## config.mk

```make
export PLATFORM = sky130hd
export DESIGN_NAME = ldst_unit
export DESIGN_NICKNAME = d
export VERILOG_FILES = /design/src/rtl/ldst_pkg.sv /design/src/rtl/ldst_addr.sv /design/src/rtl/ldst_lane.sv /design/src/rtl/ldst_unit.sv
export SDC_FILE = /design/constraint.sdc
export NUM_CORES = 1
export LEC_CHECK = 0
export BUFFER_PORTS_ARGS = -buffer_cell sky130_fd_sc_hd__buf_2
export CORE_ASPECT_RATIO = 0.6
export CORE_MARGIN = 2
export CORE_UTILIZATION = 50
export CTS_CLUSTER_DIAMETER = 120
export DETAILED_ROUTE_END_ITERATION = 10
export PLACE_DENSITY = 0.86
export SYNTH_ARGS = -nofsm -noshare
export SYNTH_HDL_FRONTEND = slang
export SYNTH_SLANG_ARGS = --single-unit
export TNS_END_PERCENT = 10
```

## constraint.sdc

```tcl
create_clock -name clk -period 2.28 [get_ports clk]
set_input_delay 0.228 -clock clk [delete_from_list [all_inputs] [get_ports clk]]
set_output_delay 0.228 -clock clk [all_outputs]
set_load 0.02 [all_outputs]
```

## src/rtl/ldst_pkg.sv

```systemverilog
package ldst_pkg;
  localparam int unsigned BIT_LOAD  = 20;
  localparam int unsigned BIT_WBACK = 21;
  localparam int unsigned BIT_SEL22 = 22;
  localparam int unsigned BIT_UP    = 23;
  localparam int unsigned BIT_PRE   = 24;
  localparam int unsigned BIT_HALF  = 5;
  localparam int unsigned BIT_SGN   = 6;

  localparam logic [1:0] SZ_BYTE = 2'b00;
  localparam logic [1:0] SZ_HALF = 2'b01;
  localparam logic [1:0] SZ_WORD = 2'b10;

  typedef enum logic [1:0] {
    ST_IDLE = 2'b00,
    ST_REQ  = 2'b01,
    ST_WB   = 2'b10
  } ldst_state_e;

  typedef struct packed {
    logic load;
    logic wback;
    logic up;
    logic pre;
    logic sel22;
    logic half;
    logic sgn;
    logic hw_form;
  } ldst_ctl_t;
endpackage

```

## src/rtl/ldst_addr.sv

```systemverilog
module ldst_addr
  import ldst_pkg::*;
#(
  parameter int unsigned DW       = 32,
  parameter int unsigned IW       = 4,
  parameter int unsigned BASE_ADJ = 8,
  parameter int unsigned SRC_ADJ  = 4
) (
  input  ldst_ctl_t         ctl,
  input  logic [IW-1:0]     rn,
  input  logic [IW-1:0]     rd,
  input  logic [7:0]        imm8,
  input  logic [DW-1:0]     base,
  input  logic [DW-1:0]     offset,
  output logic [DW-1:0]     acc_addr,
  output logic [DW-1:0]     wb_addr,
  output logic [1:0]        size
);
  localparam logic [IW-1:0] PC_IDX = {IW{1'b1}};
  localparam logic [DW-1:0] BADJ   = DW'(BASE_ADJ);
  localparam logic [DW-1:0] SADJ   = DW'(SRC_ADJ);

  logic [DW-1:0] base_adj;
  logic [DW-1:0] off_sel;
  logic [DW-1:0] moved;
  logic [DW-1:0] acc_raw;

  always_comb begin
    base_adj = (rn == PC_IDX) ? (base - BADJ) : base;
    off_sel  = (ctl.hw_form && ctl.sel22) ? DW'(imm8) : offset;
    moved    = ctl.up ? (base_adj + off_sel) : (base_adj - off_sel);
    acc_raw  = ctl.pre ? moved : base_adj;
    acc_addr = (!ctl.load && (rd == PC_IDX)) ? (acc_raw + SADJ) : acc_raw;
    wb_addr  = moved;
    if (ctl.hw_form) size = ctl.half ? SZ_HALF : SZ_BYTE;
    else             size = ctl.sel22 ? SZ_BYTE : SZ_WORD;
  end
endmodule

```

## src/rtl/ldst_lane.sv

```systemverilog
module ldst_lane
  import ldst_pkg::*;
#(
  parameter int unsigned DW = 32
) (
  input  ldst_ctl_t     ctl,
  input  logic [1:0]    size,
  input  logic [DW-1:0] store_val,
  input  logic [DW-1:0] rdata,
  output logic [DW-1:0] wdata,
  output logic [DW-1:0] ldata
);
  always_comb begin
    unique case (size)
      SZ_BYTE: wdata = {{(DW-8){1'b0}}, store_val[7:0]};
      SZ_HALF: wdata = {{(DW-16){1'b0}}, store_val[15:0]};
      default: wdata = store_val;
    endcase
    if (!ctl.hw_form) begin
      ldata = ctl.sel22 ? {{(DW-8){1'b0}}, rdata[7:0]} : rdata;
    end else if (ctl.sgn) begin
      ldata = ctl.half ? {{(DW-16){rdata[15]}}, rdata[15:0]}
                       : {{(DW-8){rdata[7]}}, rdata[7:0]};
    end else begin
      ldata = {{(DW-16){1'b0}}, rdata[15:0]};
    end
  end
endmodule

```

## src/rtl/ldst_unit.sv

```systemverilog
module ldst_unit
  import ldst_pkg::*;
#(
  parameter int unsigned DW = 32,
  parameter int unsigned IW = 4
) (
  input  logic          clk,
  input  logic          rst_n,
  input  logic          op_valid,
  input  logic          op_hw_form,
  input  logic [24:0]   op_insn,
  input  logic [DW-1:0] op_base,
  input  logic [DW-1:0] op_offset,
  input  logic [DW-1:0] op_store_val,
  output logic          busy,
  output logic          err,
  output logic          mem_req,
  output logic          mem_we,
  output logic [DW-1:0] mem_addr,
  output logic [1:0]    mem_size,
  output logic [DW-1:0] mem_wdata,
  input  logic          mem_ready,
  input  logic [DW-1:0] mem_rdata,
  output logic          res_rd_we,
  output logic [IW-1:0] res_rd_idx,
  output logic [DW-1:0] res_rd_data,
  output logic          res_base_we,
  output logic [IW-1:0] res_base_idx,
  output logic [DW-1:0] res_base_data
);
  ldst_state_e   state_q, state_d;
  ldst_ctl_t     ctl_in, ctl_q;
  logic [IW-1:0] rn_in, rd_in, rn_q, rd_q;
  logic [DW-1:0] acc_in, wba_in, wdat_in;
  logic [DW-1:0] acc_q, wba_q, wdat_q, rdata_q, ldata;
  logic [1:0]    size_in, size_q;
  logic          bad_in, accept, accept_ok, err_d, err_q;

  always_comb begin
    ctl_in.load    = op_insn[BIT_LOAD];
    ctl_in.wback   = op_insn[BIT_WBACK];
    ctl_in.up      = op_insn[BIT_UP];
    ctl_in.pre     = op_insn[BIT_PRE];
    ctl_in.sel22   = op_insn[BIT_SEL22];
    ctl_in.half    = op_insn[BIT_HALF];
    ctl_in.sgn     = op_insn[BIT_SGN];
    ctl_in.hw_form = op_hw_form;
    rn_in = op_insn[16 +: IW];
    rd_in = op_insn[12 +: IW];
    bad_in = op_hw_form &&
             ((!ctl_in.load && ctl_in.sgn) ||
              (!ctl_in.pre && ctl_in.wback) ||
              (!ctl_in.half && !ctl_in.sgn) ||
              !op_insn[7] || !op_insn[4]);
  end

  ldst_addr #(.DW(DW), .IW(IW)) u_addr (
    .ctl      (ctl_in),
    .rn       (rn_in),
    .rd       (rd_in),
    .imm8     ({op_insn[11:8], op_insn[3:0]}),
    .base     (op_base),
    .offset   (op_offset),
    .acc_addr (acc_in),
    .wb_addr  (wba_in),
    .size     (size_in)
  );

  ldst_lane #(.DW(DW)) u_lane_st (
    .ctl       (ctl_in),
    .size      (size_in),
    .store_val (op_store_val),
    .rdata     (rdata_q),
    .wdata     (wdat_in),
    .ldata     ()
  );

  ldst_lane #(.DW(DW)) u_lane_ld (
    .ctl       (ctl_q),
    .size      (size_q),
    .store_val (wdat_q),
    .rdata     (rdata_q),
    .wdata     (),
    .ldata     (ldata)
  );

  // next-state
  always_comb begin
    accept    = op_valid && (state_q == ST_IDLE);
    accept_ok = accept && !bad_in;
    err_d     = accept && bad_in;
    state_d   = state_q;
    unique case (state_q)
      ST_IDLE: if (accept_ok) state_d = ST_REQ;
      ST_REQ:  if (mem_ready) state_d = ST_WB;
      ST_WB:   state_d = ST_IDLE;
      default: state_d = ST_IDLE;
    endcase
  end

  // registers
  always_ff @(posedge clk or negedge rst_n) begin
    if (!rst_n) begin
      state_q <= ST_IDLE;
      err_q   <= 1'b0;
      ctl_q   <= '0;
      rn_q    <= '0;
      rd_q    <= '0;
      acc_q   <= '0;
      wba_q   <= '0;
      wdat_q  <= '0;
      size_q  <= SZ_WORD;
      rdata_q <= '0;
    end else begin
      state_q <= state_d;
      err_q   <= err_d;
      if (accept_ok) begin
        ctl_q  <= ctl_in;
        rn_q   <= rn_in;
        rd_q   <= rd_in;
        acc_q  <= acc_in;
        wba_q  <= wba_in;
        wdat_q <= wdat_in;
        size_q <= size_in;
      end
      if ((state_q == ST_REQ) && mem_ready) rdata_q <= mem_rdata;
    end
  end

  always_comb begin
    busy          = (state_q != ST_IDLE);
    err           = err_q;
    mem_req       = (state_q == ST_REQ);
    mem_we        = !ctl_q.load;
    mem_addr      = acc_q;
    mem_size      = size_q;
    mem_wdata     = wdat_q;
    res_rd_we     = (state_q == ST_WB) && ctl_q.load;
    res_rd_idx    = rd_q;
    res_rd_data   = ldata;
    res_base_we   = (state_q == ST_WB) && (!ctl_q.pre || ctl_q.wback);
    res_base_idx  = rn_q;
    res_base_data = wba_q;
  end


  req_hold_chk: assert property (@(posedge clk) disable iff (!rst_n)
    (mem_req && !mem_ready) |=> (mem_req && $stable(mem_addr)));

  wb_pulse_chk: assert property (@(posedge clk) disable iff (!rst_n)
    (res_rd_we || res_base_we) |=> (!res_rd_we && !res_base_we && !busy));

  err_noacc_chk: assert property (@(posedge clk) disable iff (!rst_n)
    err |-> (!mem_req && !res_rd_we && !res_base_we));

  size_code_chk: assert property (@(posedge clk) disable iff (!rst_n)
    mem_req |-> (mem_size != 2'b11));

  rd_we_load_chk: assert property (@(posedge clk) disable iff (!rst_n)
    res_rd_we |-> !mem_we);

  req_rise_chk: assert property (@(posedge clk) disable iff (!rst_n)
    $rose(mem_req) |-> $past(op_valid));
endmodule

```

==> metrics.cfg <==
[run_status]
outcome=finished with violations
failing_checks=setup timing

[cells_and_area]
finalCoreUtilization_pct=81.19
diodes=0
num-nets-final=2088
flow.area_growth_from_synthesis_pct=60.12
drive_gt1_share_pct=49.74
post_layout_nonfiller_instances=2187

[sta]
min_period_over_period_pct=243.4
period_minus_slack_ns=5.548
final_max_slew_viol_count=0
timing.slew.headroom_pct=27.69
maxClockFrequency_mhz=180.2
rsz0062_at_grt=true
report.final.hold_viol_count=0
hold-worst-slack_ns=0.005900
tightestPinTransition_ns=1.078
final-setup-viol-count=79
final.setup_skew_ns=0.01721
timing.final.ws_setup_ns=-3.268

[min_path]
hold_depth=3
min_path_type=in2reg
worstHoldEndpoint=mem_wdata[6]$_DFFE_PN0P_
holdCritStartpoint=op_store_val[6]

[synthesis]
synth_xor_area_share_pct=7.746
synth_top_family_by_area=simple AND/OR/NAND/NOR gates
dominantRegCellSynth=sky130_fd_sc_hd__dfrtp_1
top_cells_by_area_synth=sky130_fd_sc_hd__dfrtp_1, sky130_fd_sc_hd__nand2_1, sky130_fd_sc_hd__xnor2_1
synth_largest_area_cell=sky130_fd_sc_hd__dfrtp_1
synth_fa_ha_area_share_pct=4.197
ys_seq_area_share_pct=34.91
synth_warnings=0
synth_enable_flop_cells=0
syn_area_um2=10610
synth_nets=1457
synth_cell_types=78
ys_ff_latch=148
synthesis.area_per_instance_um2=8.396
synth_compound_gate_area_share_pct=19.50
synth_most_common_cell=sky130_fd_sc_hd__nand2_1
post-synth-top-area-fraction_pct=34.66
async_reset_ff_share_pct=100.0
synthTopCellsByCount=sky130_fd_sc_hd__nand2_1, sky130_fd_sc_hd__dfrtp_1, sky130_fd_sc_hd__nor2_1, sky130_fd_sc_hd__a21oi_1, sky130_fd_sc_hd__o21ai_0
synthCells=1264
fraction_of_synthesized_area_in_multiplexers_pct=6.755
synthSimpleGateAreaFrac_pct=22.97

[power_and_ir_drop]
power_leakage_nw=8.391
power.ir.vdd_worst_mv=0.9235
power_density_nw_per_um2=872.9

[worst_setup_path]
critPathArrivalTime_ns=5.89
setup.reg_to_reg.worst_slack_ns=-0.20
worst_path_most_repeated_cell=sky130_fd_sc_hd__buf_6
start_kind=primary input
crit_path_max_incr_delay_ns=0.76
timing.setup.critical_path_class=in2reg
critical_path.reg2reg.startpoint=state_q[1]$_DFFE_PN0P_
r2r_end=res_base_data[30]$_DFFE_PN0P_
worst_case_reg_to_reg_path_depth=5
cp_slowest_cell=sky130_fd_sc_hd__o21ai_0
critical_path.cell_chain=buf_8, and2_4, mux2i_2, ha_2, inv_2, a211oi_4, nor3b_4, buf_6, nand2_4, a311oi_4, ha_4, o21ai_0, nand2b_1, a32oi_4, buf_6, or3_1, nand3_1, nor3_2, nor4b_4, nand2_1, or4_1, a31oi_1
path_max_fanout=4
worst_ep_required_ns=2.62
worst_setup_path_end_kind=flip-flop

[place]
dpl.hpwl_um=31740
dpl.cell_count=2123
buffer_ports.inserted=301
weighted_congestion_reported_at_the_end_of_routability_driven_placement=0.9643

[grt]
largest_net_degree_at_the_start_of_global_routing=60
grt_usage_pct=37.07
number_of_antenna_violations_at_the_first_check_in_global_routing=1
grt_pass1_vias=12520
grt_overflow_total=0
wire_length_of_the_first_global_routing_pass_um=64520

[clock_network]
sink_count_of_the_clock_tree=148
cts_max_level=4
cts_made_buffers=17
worst_setup_hold_path_clk_slew_ns=0.06
cts_root_buf=sky130_fd_sc_hd__clkbuf_16
clock_path_buffers=2
tritoncts=built
clkLatencyLatePin_ns=0.44

[drt]
drc_errors=0
wire_per_inst_um=23.28
detailed_routing_iteration_count_for_the_pre_antenna_repair_pass=7
finalWirelength_um=50920
drt.antenna.violating_nets=0
drtIter0Drc=2107
vias=13950
routed_via_density=6.380

[die]
boundaryPins=302
floorplan.core_area_um2=20930
die_width_um=192.1
chipHeight_um=116.9
die-area_um2=22450
initial_util_pct=50.71
row_count=41

[flow_run]
max_cap_viol_count=0

per-stage QoR:
stage,area (um^2),power [W],setup TNS [ns],worst slack (ns)
2_1_floorplan,10900,0.007844,-99.46,-2.673
3_3_place_gp,15120,0.01059,-100.97,-2.725
3_5_place_dp,15120,0.01083,-110.41,-2.943
4_1_cts,16210,0.01390,-73.30,-2.223
5_1_grt,16990,0.01543,-112.09,-3.272
6_report,16990,0.01483,-109.80,-3.268
what timing repair did:
item	4_1_cts	5_1_grt
buffers inserted	12	20
hold buffers	5	0
endpoints found under the hold margin	58	0
gates resized for setup	83	134
pin swaps	29	51
endpoints found under the setup margin	58	58
logic make-up after synthesis:
| group | count (synthesis) |
|---|---|
| fa+ha+maj | 35 |
| mux | 66 |
| flops | 148 |
| buf+inv | 100 |
| xor+xnor | 93 |
| simple gates | 505 |
| compound gates | 317 |
cells in the final DEF, fill, tap and decap left out, types with 8 or more instances in the layout:
master,instances
sky130_fd_sc_hd__buf_4,358
sky130_fd_sc_hd__buf_2,298
sky130_fd_sc_hd__nand2_1,208
sky130_fd_sc_hd__dfrtp_1,147
sky130_fd_sc_hd__nor2_1,79
sky130_fd_sc_hd__o21ai_0,55
sky130_fd_sc_hd__a21oi_1,49
sky130_fd_sc_hd__xnor2_1,48
sky130_fd_sc_hd__mux2_2,42
sky130_fd_sc_hd__a21o_1,34
sky130_fd_sc_hd__xor2_1,30
sky130_fd_sc_hd__nand4_1,27
sky130_fd_sc_hd__ha_1,27
sky130_fd_sc_hd__nand3_1,25
sky130_fd_sc_hd__nor3_1,23
sky130_fd_sc_hd__inv_1,23
sky130_fd_sc_hd__a21oi_2,19
sky130_fd_sc_hd__mux2i_1,19
sky130_fd_sc_hd__a22o_1,17
sky130_fd_sc_hd__clkbuf_16,17
sky130_fd_sc_hd__buf_6,17
sky130_fd_sc_hd__o21ai_1,16
sky130_fd_sc_hd__nor4_1,13
sky130_fd_sc_hd__or3_1,12
sky130_fd_sc_hd__nor3_2,11
sky130_fd_sc_hd__nand2b_1,9
sky130_fd_sc_hd__a31oi_1,8
sky130_fd_sc_hd__o21a_1,8
sky130_fd_sc_hd__xnor2_2,8
sky130_fd_sc_hd__and2_1,8
sky130_fd_sc_hd__a21oi_4,8
sky130_fd_sc_hd__o21ai_2,8
report_power, final:
| part | internal (W) | switching, W | total (W) |
|---|---|---|---|
| registers | 0.00355 | 0.000623 | 0.00417 |
| clock network | 0.00165 | 0.00119 | 0.00284 |
| logic | 0.00325 | 0.00457 | 0.00782 |
| total | 0.00846 | 0.00638 | 0.0148 |
flip-flops by register name, summed over array words and instances (netlist names):
name           count
state_q            2
rdata_q           32
mem_wdata         32
res_rd_idx         4
mem_size           2
ctl_q              7
res_base_data     32
err                1
res_base_idx       4
mem_addr          32
worst max-delay path, delay by kind of cell:
family | cells | cell delay (ns)
AO/OA/AOI/OAI | 5 | 1.85
adder cells (fa/ha/maj) | 2 | 0.50
buffers and inverters | 4 | 0.48
multiplexers | 1 | 0.23
AND/OR/NAND/NOR | 10 | 2.58
how the worst max path moves through the flow:
stage,cells past startpoint,end,slack (ns),from
after global routing,22,mem_addr[31]$_DFFE_PN0P_,-3.27,op_insn[22]
after detailed placement,23,mem_addr[31]$_DFFE_PN0P_,-2.94,op_insn[22]
after floorplan,25,mem_addr[31]$_DFFE_PN0P_,-2.67,op_insn[22]
final,22,mem_addr[31]$_DFFE_PN0P_,-3.27,op_insn[22]
after CTS,23,mem_addr[31]$_DFFE_PN0P_,-2.22,op_insn[22]
after global placement,23,mem_addr[31]$_DFFE_PN0P_,-2.73,op_hw_form
per-layer routing:
metal / wire length (um) / GRT usage (%) / share of wire [%] / vias to the layer above
li1: - / - / - / 5809
met1: 18980 / 49.50 / 37 / 6434
met2: 21540 / 59.18 / 42 / 1268
met3: 6284 / 7.305 / 12 / 442
met4: 4107 / 16.54 / 8.1 / 0
met5: 0 / 0 / 0 / -
area by class of cell:
class | count | area [um^2]
clock buffers | 22 | 454.2
clock inverters | 10 | 123.9
well taps | 279 | 349.1
repair buffers | 687 | 4591
flip-flops and latches | 148 | 3705
fillers | 1193 | 3938
inverters | 25 | 93.84
multi-input cells | 1016 | 7676
(Power assumes the default switching activity.)
